<file path="config.mk">
export PLATFORM = sky130hd
export DESIGN_NAME = raid_pq_engine
export DESIGN_NICKNAME = d
export VERILOG_FILES = /design/src/rtl/pq_pkg.sv /design/src/rtl/pq_gf_mul.sv /design/src/rtl/pq_lane_combine.sv /design/src/rtl/pq_cmd_ctrl.sv /design/src/rtl/raid_pq_engine.sv
export SDC_FILE = /design/constraint.sdc
export NUM_CORES = 1
export LEC_CHECK = 0
export BUFFER_PORTS_ARGS = -buffer_cell sky130_fd_sc_hd__buf_2
export CAP_MARGIN = 15
export CORE_UTILIZATION = 54
export DETAILED_ROUTE_END_ITERATION = 16
export GPL_TIMING_DRIVEN = 0
export MAX_ROUTING_LAYER = met4
export PLACE_DENSITY = 0.71
export SKIP_CTS_REPAIR_TIMING = 1
export SLEW_MARGIN = 10
export SYNTH_ARGS = -nofsm -noshare
export SYNTH_HDL_FRONTEND = slang
export SYNTH_SLANG_ARGS = --single-unit
</file>
<file path="constraint.sdc">
create_clock -name clk -period 4.6 [get_ports clk]
set_clock_uncertainty 0.1 [all_clocks]
set_input_delay 0.46 -clock clk [delete_from_list [all_inputs] [get_ports clk]]
set_output_delay 0.46 -clock clk [all_outputs]
set_load 0.005 [all_outputs]
</file>
<file path="src/rtl/pq_pkg.sv">
// Shared types and constants for the P/Q syndrome engine.
// Assumes byte-wide Galois arithmetic over GF(2^8).
package pq_pkg;
    localparam int BYTE_W = 8;

    // Operation selector carried by every command
    typedef enum logic {
        OP_GEN = 1'b0,
        OP_VAL = 1'b1
    } pq_op_e;

    // Low byte of the reducing polynomial x^8+x^4+x^3+x^2+1
    localparam logic [BYTE_W-1:0] GF_POLY_LOW = 8'h1D;
endpackage

</file>
<file path="src/rtl/pq_gf_mul.sv">
// Combinational GF(2^8) multiplier, shift-and-reduce form.
// Assumes POLY holds the reducing polynomial without its x^8 term.
module pq_gf_mul #(
    parameter logic [7:0] POLY = pq_pkg::GF_POLY_LOW
) (
    input  logic [7:0] a,
    input  logic [7:0] b,
    output logic [7:0] y
);
    // Accumulate a*x^k for every set bit k of b, reducing as the shift overflows
    always_comb begin
        logic [7:0] acc;
        logic [7:0] sh;
        acc = '0;
        sh  = a;
        for (int k = 0; k < 8; k++) begin
            if (b[k]) acc = acc ^ sh;
            sh = {sh[6:0], 1'b0} ^ (sh[7] ? POLY : 8'h00);
        end
        y = acc;
    end
endmodule

</file>
<file path="src/rtl/pq_lane_combine.sv">
// Masks the inactive source lanes and folds the active ones into P and Q.
// Assumes n_active lies in 2..LANES; lanes at or above it contribute zero.
module pq_lane_combine #(
    parameter int LANES = 8,
    parameter int CNT_W = $clog2(LANES + 1)
) (
    input  logic [LANES*8-1:0] src_bus,
    input  logic [LANES*8-1:0] coef_bus,
    input  logic [CNT_W-1:0]   n_active,
    output logic [7:0]         p_out,
    output logic [7:0]         q_out
);
    logic [7:0] lane_byte [LANES];
    logic [7:0] lane_prod [LANES];

    for (genvar i = 0; i < LANES; i++) begin : g_lane
        // Zero the lane when it lies beyond the source count
        assign lane_byte[i] = (CNT_W'(i) < n_active) ? src_bus[i*8 +: 8] : 8'h00;

        pq_gf_mul u_mul (
            .a (lane_byte[i]),
            .b (coef_bus[i*8 +: 8]),
            .y (lane_prod[i])
        );
    end

    // XOR-reduce plain bytes into P and weighted bytes into Q
    always_comb begin
        p_out = '0;
        q_out = '0;
        for (int i = 0; i < LANES; i++) begin
            p_out = p_out ^ lane_byte[i];
            q_out = q_out ^ lane_prod[i];
        end
    end
endmodule

</file>
<file path="src/rtl/pq_cmd_ctrl.sv">
// Command acceptance, legality check and beat counter.
// Assumes the command fields are stable while cmd_valid is high in idle.
module pq_cmd_ctrl #(
    parameter int LANES  = 8,
    parameter int CODE_W = 4,
    parameter int LEN_W  = 16
) (
    input  logic              clk,
    input  logic              rst_n,
    input  logic              cmd_valid,
    input  logic [CODE_W-1:0] cmd_code,
    input  logic [LEN_W-1:0]  cmd_len,
    input  logic              in_valid,
    output logic              cmd_ready,
    output logic              in_ready,
    output logic              cmd_take,
    output logic              beat,
    output logic              done,
    output logic              err
);
    localparam logic [CODE_W-1:0] MAX_CODE = CODE_W'(LANES - 2);

    typedef enum logic {ST_IDLE, ST_RUN} st_e;

    st_e              state;
    logic [LEN_W-1:0] remain;
    logic             cmd_ok;

    assign cmd_ready = (state == ST_IDLE);
    assign in_ready  = (state == ST_RUN);
    assign cmd_take  = cmd_valid && cmd_ready;
    assign beat      = in_valid && in_ready;
    assign cmd_ok    = (cmd_code <= MAX_CODE) && (cmd_len != '0);

    // Sequence idle -> run -> idle, counting beats and pulsing done/err
    always_ff @(posedge clk) begin
        if (!rst_n) begin
            state  <= ST_IDLE;
            remain <= '0;
            done   <= 1'b0;
            err    <= 1'b0;
        end else begin
            done <= 1'b0;
            err  <= 1'b0;
            if (cmd_take) begin
                if (cmd_ok) begin
                    state  <= ST_RUN;
                    remain <= cmd_len;
                end else begin
                    err  <= 1'b1;
                    done <= 1'b1;
                end
            end else if (beat) begin
                remain <= remain - 1'b1;
                if (remain == LEN_W'(1)) begin
                    state <= ST_IDLE;
                    done  <= 1'b1;
                end
            end
        end
    end

    // a running command always has beats left to take
    a_r10_remain_nonzero: assert property (@(posedge clk) disable iff (!rst_n)
        (state == ST_RUN) |-> (remain != '0));

    // a rejected command reports err with done and never opens the data port
    a_r2_reject_stays_idle: assert property (@(posedge clk) disable iff (!rst_n)
        (cmd_take && !cmd_ok) |=> (err && done && !in_ready));

    // done is a single-cycle pulse
    a_r10_done_pulse: assert property (@(posedge clk) disable iff (!rst_n)
        done |=> !done);
endmodule

</file>
<file path="src/rtl/raid_pq_engine.sv">
// RAID6 P/Q syndrome engine: generate or validate P and Q over 2..LANES
// byte streams, one byte per source per beat, one-cycle output latency.
// Assumes data beats are offered only after a command has been taken.
module raid_pq_engine #(
    parameter int LANES  = 8,
    parameter int CODE_W = 4,
    parameter int LEN_W  = 16
) (
    input  logic               clk,
    input  logic               rst_n,
    input  logic               cmd_valid,
    output logic               cmd_ready,
    input  logic               cmd_op,
    input  logic [CODE_W-1:0]  cmd_code,
    input  logic [LANES*8-1:0] cmd_coef,
    input  logic               cmd_p_off,
    input  logic               cmd_q_off,
    input  logic [LEN_W-1:0]   cmd_len,
    input  logic               in_valid,
    output logic               in_ready,
    input  logic [LANES*8-1:0] in_src,
    input  logic [7:0]         in_p_ref,
    input  logic [7:0]         in_q_ref,
    output logic               p_valid,
    output logic [7:0]         p_data,
    output logic               q_valid,
    output logic [7:0]         q_data,
    output logic               done,
    output logic               err,
    output logic               p_fail,
    output logic               q_fail
);
    import pq_pkg::*;

    localparam int CNT_W = $clog2(LANES + 1);

    logic               cmd_take;
    logic               beat;
    pq_op_e             cfg_op;
    logic               cfg_p_off;
    logic               cfg_q_off;
    logic [CNT_W-1:0]   cfg_nact;
    logic [LANES*8-1:0] cfg_coef;
    logic [7:0]         p_comb;
    logic [7:0]         q_comb;

    pq_cmd_ctrl #(
        .LANES  (LANES),
        .CODE_W (CODE_W),
        .LEN_W  (LEN_W)
    ) u_ctrl (
        .clk       (clk),
        .rst_n     (rst_n),
        .cmd_valid (cmd_valid),
        .cmd_code  (cmd_code),
        .cmd_len   (cmd_len),
        .in_valid  (in_valid),
        .cmd_ready (cmd_ready),
        .in_ready  (in_ready),
        .cmd_take  (cmd_take),
        .beat      (beat),
        .done      (done),
        .err       (err)
    );

    pq_lane_combine #(
        .LANES (LANES),
        .CNT_W (CNT_W)
    ) u_comb (
        .src_bus  (in_src),
        .coef_bus (cfg_coef),
        .n_active (cfg_nact),
        .p_out    (p_comb),
        .q_out    (q_comb)
    );

    // Capture the command configuration when a command is taken
    always_ff @(posedge clk) begin
        if (!rst_n) begin
            cfg_op    <= OP_GEN;
            cfg_p_off <= 1'b0;
            cfg_q_off <= 1'b0;
            cfg_nact  <= CNT_W'(2);
            cfg_coef  <= '0;
        end else if (cmd_take) begin
            cfg_op    <= pq_op_e'(cmd_op);
            cfg_p_off <= cmd_p_off;
            cfg_q_off <= cmd_q_off;
            cfg_nact  <= CNT_W'(cmd_code) + CNT_W'(2);
            cfg_coef  <= cmd_coef;
        end
    end

    // Register the per-beat syndromes with their valids
    always_ff @(posedge clk) begin
        if (!rst_n) begin
            p_valid <= 1'b0;
            q_valid <= 1'b0;
            p_data  <= '0;
            q_data  <= '0;
        end else begin
            p_valid <= beat && !cfg_p_off;
            q_valid <= beat && !cfg_q_off;
            if (beat) begin
                p_data <= p_comb;
                q_data <= q_comb;
            end
        end
    end

    // Sticky mismatch flags: set by validate beats, cleared by a new command
    always_ff @(posedge clk) begin
        if (!rst_n) begin
            p_fail <= 1'b0;
            q_fail <= 1'b0;
        end else if (cmd_take) begin
            p_fail <= 1'b0;
            q_fail <= 1'b0;
        end else if (beat && cfg_op == OP_VAL) begin
            if (!cfg_p_off && p_comb != in_p_ref) p_fail <= 1'b1;
            if (!cfg_q_off && q_comb != in_q_ref) q_fail <= 1'b1;
        end
    end

    // an output valid only follows an accepted beat
    a_r8_valid_follows_beat: assert property (@(posedge clk) disable iff (!rst_n)
        (p_valid || q_valid) |-> $past(in_valid && in_ready));

    // failure flags hold until a new command is taken
    a_r9_fail_sticky: assert property (@(posedge clk) disable iff (!rst_n)
        ((p_fail || q_fail) && !(cmd_valid && cmd_ready))
        |=> (p_fail || !$past(p_fail)) && (q_fail || !$past(q_fail)));

    // a P flag appears only in validate mode with P enabled
    a_r7_pfail_enabled_only: assert property (@(posedge clk) disable iff (!rst_n)
        $rose(p_fail) |-> (cfg_op == OP_VAL && !cfg_p_off));

    // a Q flag appears only in validate mode with Q enabled
    a_r7_qfail_enabled_only: assert property (@(posedge clk) disable iff (!rst_n)
        $rose(q_fail) |-> (cfg_op == OP_VAL && !cfg_q_off));

    // the command and data ports are never open together
    a_r10_ports_exclusive: assert property (@(posedge clk) disable iff (!rst_n)
        $onehot0({cmd_ready, in_ready}));
endmodule

</file>
==> reports/summary.md <==
For this run, the top clock speed supported by timing is 0.217 GHz. The synthesized design contains 110 register bits. The run gives 0.573 as the fraction of met1 tracks used by global routing.

Counting the buffers created by CTS gives 9. The tools report the detailed-placement wirelength estimate as 52700 um. The worst setup path is launched from a flip-flop. The detailed router finished its first iteration with 1943 violations. The logs give 0.142 for the relative slew slack and 7.03 nW for the leakage power. A synthesized cell averages 7.23 um^2.

Clock tree synthesis selected as its root buffer the cell sky130_fd_sc_hd__clkbuf_16. After synthesis the cells add up to 16400 um^2. STA classifies the critical path endpoint as a flip-flop. The floorplan step defined a core boundary enclosing 29800 um^2.

Routing layer with the top usage in global route: met2. For this run, the detailed router's first-pass iteration total came to 6. Max-cap violations in this run came to 0. The combined buffer and inverter count along the critical path works out to 4. The run gives 0 as the post-detailed-route count of antenna-violating nets. The final reports fail on negative setup slack.

The met2 capacity usage during global routing came out at 0.637. The number of vias after detailed routing was 16693; the number of remaining DRC errors was 0. Setup repair after global routing could not meet its margin everywhere.

The number of different library cells used by synthesis comes to 73. Overall routing resource usage: 0.434. During placement, the flow inserted port buffers numbering 159.

Maximum number of pins on one net before global-route repair: 21. Global routing finished with a remaining overflow of 0. The clock reaches the later pin of the worst-skew pair after 0.40 ns. The shortest clock period the worst path allows after layout is 4.61 ns. The final hold violation count is 0, and the number of instances in the synthesized netlist is 2273. The share of flip-flops with an asynchronous set or reset after synthesis is 0. Share of the clock period used by the worst path: 1.00.

The library cell occupying the most area in the post-synthesis netlist was sky130_fd_sc_hd__xnor2_1. Before CTS, the worst setup slack after placement is 0.0828 ns. In the final routed layout, each cell accounts on average for 23.1 um. Sorting the synthesized cells by how often they occur yields sky130_fd_sc_hd__nand2_1, sky130_fd_sc_hd__xnor2_1, sky130_fd_sc_hd__nor2_1.

The critical path goes through buf_2 -> a31o_2 -> clkbuf_1 -> clkbuf_1 -> buf_1 -> nand3_1 -> xnor2_1 -> xnor2_1 -> xnor2_1 -> xnor2_2 -> xnor3_1 -> nor4b_2 -> a31oi_1. The final number of max-transition violations was 0; the number of antenna violations at the first check in global routing was 2. The net count of the finished layout is 2618. Fraction of layout instances using a drive strength above 1: 0.117. By instance count, the leading cell after synthesis is sky130_fd_sc_hd__nand2_1. The flow ran to the end, but the final reports show violations. The number of enable-type register cells in the synthesized netlist came out at 0. The tools report the sequential area share after synthesis as 0.134. On the critical path, the stage with the largest delay is an instance of sky130_fd_sc_hd__buf_1.

The logs give 0.000289 V for the maximum ir drop on the vdd rail and 2 for the maximum clock path buffer count. During synthesis, Yosys emitted a total of 0 warnings. The tools report the initial cell density of the core as 0.551. The area growth from synthesis to layout is 9.93%.

The filler cells instantiated in the layout total 2933. Hold is met by 0.188 ns. The top fanout value on the critical path was 10.

The run gives 1.09 as the weighted congestion at the end of routability-driven global placement. At the pin with the least slew margin, the transition time is 1.29 ns. The global-route met3 utilization came out at 0.0816.

The worst hold path belongs to the class input pin to flip-flop. Among cell families on the critical path, the largest total delay comes from buffers and inverters. The H-tree was split into 3 levels. The run gives 4.79 ns as the data required time at the worst endpoint. The run gives 1 as the final setup violation count. The number of global-route vias before repair was 15240. The dominant register cell in the synthesized netlist is sky130_fd_sc_hd__dfxtp_1.

The floorplan step set the die width to 176 um. For the synthesized net count, the log shows 2447. The data arrival time at the worst-slack endpoint came out at 4.80 ns. The delay contributed by the slowest stage of the critical path is 0.43 ns. The power density of the placed cells was 281 nW/um^2; the clock-pin transition on the worst setup and hold timing paths was 0.10 ns.

TritonCTS built the clock tree. The area fraction of the dominant cell type after synthesis works out to 0.220. Counting every sink on the clock net gives 110. Wires add up to 65500 um. From bottom edge to top edge, the die measures 176 um. For the wire length of the first global-routing pass, the log shows 95700 um. The most numerous cell type found on the critical path is sky130_fd_sc_hd__xnor2_1.

The post-detailed-route via-to-cell ratio was 5.88. The die covers 31100 um^2. Setup slack after layout: -0.00745 ns. The type of the worst setup path was flip-flop to flip-flop. 195 I/O pins were placed. By area the synthesized netlist is led by sky130_fd_sc_hd__xnor2_1, sky130_fd_sc_hd__dfxtp_1, sky130_fd_sc_hd__nand2_1, sky130_fd_sc_hd__xor2_1, sky130_fd_sc_hd__xnor3_1. The number of placement rows was 63.
-- worst register-to-register path, delay by kind of cell, from the launching register on --
kind	cells	cell delay [ns]
buffers and inverters	4	1.59
flip-flops	1	0.41
AND/OR/NAND/NOR	2	0.54
XOR/XNOR	5	1.53
AO/OA/AOI/OAI	2	0.33
-- registers in the layout (all words and copies together) (netlist names), 4 cells and up --
register	count
cfg_coef	64
u_ctrl.remain	16
p_data	8
q_data	8
cfg_nact	4
-- final timing paths --
| check | startpoint | to | slack (ns) | cells after the start |
|---|---|---|---|---|
| setup reg to reg | cfg_nact[3]$_SDFFE_PN0P_ | q_fail$_SDFFE_PP0P_ | -0.007 | 13 |
| setup / recovery | cfg_nact[3]$_SDFFE_PN0P_ | q_fail$_SDFFE_PP0P_ | -0.007 | 13 |
| hold reg to reg | q_data[5]$_SDFFE_PN0P_ | q_data[5]$_SDFFE_PN0P_ | 0.36 | 2 |
| hold / removal | cmd_coef[41] | cfg_coef[41]$_SDFFE_PN0P_ | 0.19 | 3 |
-- cells in the final DEF, fill, tap and decap left out, types with 11 or more instances in the layout --
| cell type | Yosys | final |
|---|---|---|
| sky130_fd_sc_hd__clkbuf_1 | 121 | 122 |
| sky130_fd_sc_hd__buf_1 | 15 | 14 |
| sky130_fd_sc_hd__xor2_1 | 152 | 152 |
| sky130_fd_sc_hd__buf_4 | 16 | 16 |
| sky130_fd_sc_hd__xnor2_1 | 413 | 411 |
| sky130_fd_sc_hd__nor3_1 | 23 | 23 |
| sky130_fd_sc_hd__mux2i_1 | 17 | 17 |
| sky130_fd_sc_hd__o211ai_1 | 11 | 11 |
| sky130_fd_sc_hd__nand3_1 | 123 | 123 |
| sky130_fd_sc_hd__nand2_1 | 526 | 526 |
| sky130_fd_sc_hd__nor2_1 | 165 | 165 |
| sky130_fd_sc_hd__nand2b_1 | 17 | 17 |
| sky130_fd_sc_hd__xnor3_1 | 57 | 57 |
| sky130_fd_sc_hd__a21oi_1 | 155 | 155 |
| sky130_fd_sc_hd__a211oi_1 | 21 | 21 |
| sky130_fd_sc_hd__buf_2 | 52 | 211 |
| sky130_fd_sc_hd__xor3_1 | 21 | 21 |
| sky130_fd_sc_hd__a22oi_1 | 12 | 12 |
| sky130_fd_sc_hd__inv_1 | 15 | 15 |
| sky130_fd_sc_hd__dfxtp_1 | 110 | 110 |
| sky130_fd_sc_hd__o21ai_0 | 48 | 46 |
| sky130_fd_sc_hd__and3_1 | 26 | 26 |
-- cells by family (layout without fill, tap and decap cells) --
group                      after synthesis  after routing  synth area share
adders and majority gates                3              3           0.00229
and+or+nand+nor                        943            943             0.246
other                                    0              1                 0
xor gates and xnor gates               663            663             0.432
AOI/OAI and AO/OA                      310            310             0.113
muxes                                   22             22            0.0138
DFF                                    110            110             0.134
buffers and inverters                  222            398            0.0589
-- stage by stage --
step / util / cell area [um^2] / total power [mW] / setup TNS (ns) / std cells
after floorplan: - / 16400 / 3.27 / 0 / 2273
after CTS: 0.605 / 18000 / 5.00 / 0 / 2839
final: 0.606 / 18100 / 5.08 / -0.00745 / 2840
after detailed placement: 0.595 / 17700 / 4.11 / 0 / 2823
after global routing: 0.606 / 18100 / 5.29 / -0.0641 / 2840
after global placement: 0.594 / 17700 / 4.08 / 0 / 2822
-- power breakdown --
| part | internal (mW) | switching, mW |
|---|---|---|
| combinational | 1.33 | 1.79 |
| clock | 0.439 | 0.454 |
| sequential | 1.02 | 0.0526 |
| total | 2.79 | 2.29 |
-- cell type report --
| cell class | instances | area (um^2) | area share |
|---|---|---|---|
| diodes | 1 | 2.50 | 0.000139 |
| plain buffers | 206 | 908 | 0.0503 |
| clock buffers | 10 | 229 | 0.0127 |
| clock inverters | 6 | 83.8 | 0.00464 |
| inverters | 16 | 60.1 | 0.00333 |
| multi-input cells | 1941 | 13300 | 0.735 |
| flip-flops and latches | 110 | 2200 | 0.122 |
| well taps | 390 | 488 | 0.0270 |
| repair buffers | 160 | 811 | 0.0449 |
-- routing by layer --
metal,share of wire,up-vias,wire [um]
met5,0,-,0
met2,0.42,926,27800
li1,-,7749,-
met1,0.42,7868,27300
met3,0.11,150,7050
met4,0.051,0,3370
No activity file was read; power rests on OpenSTA's default activity.
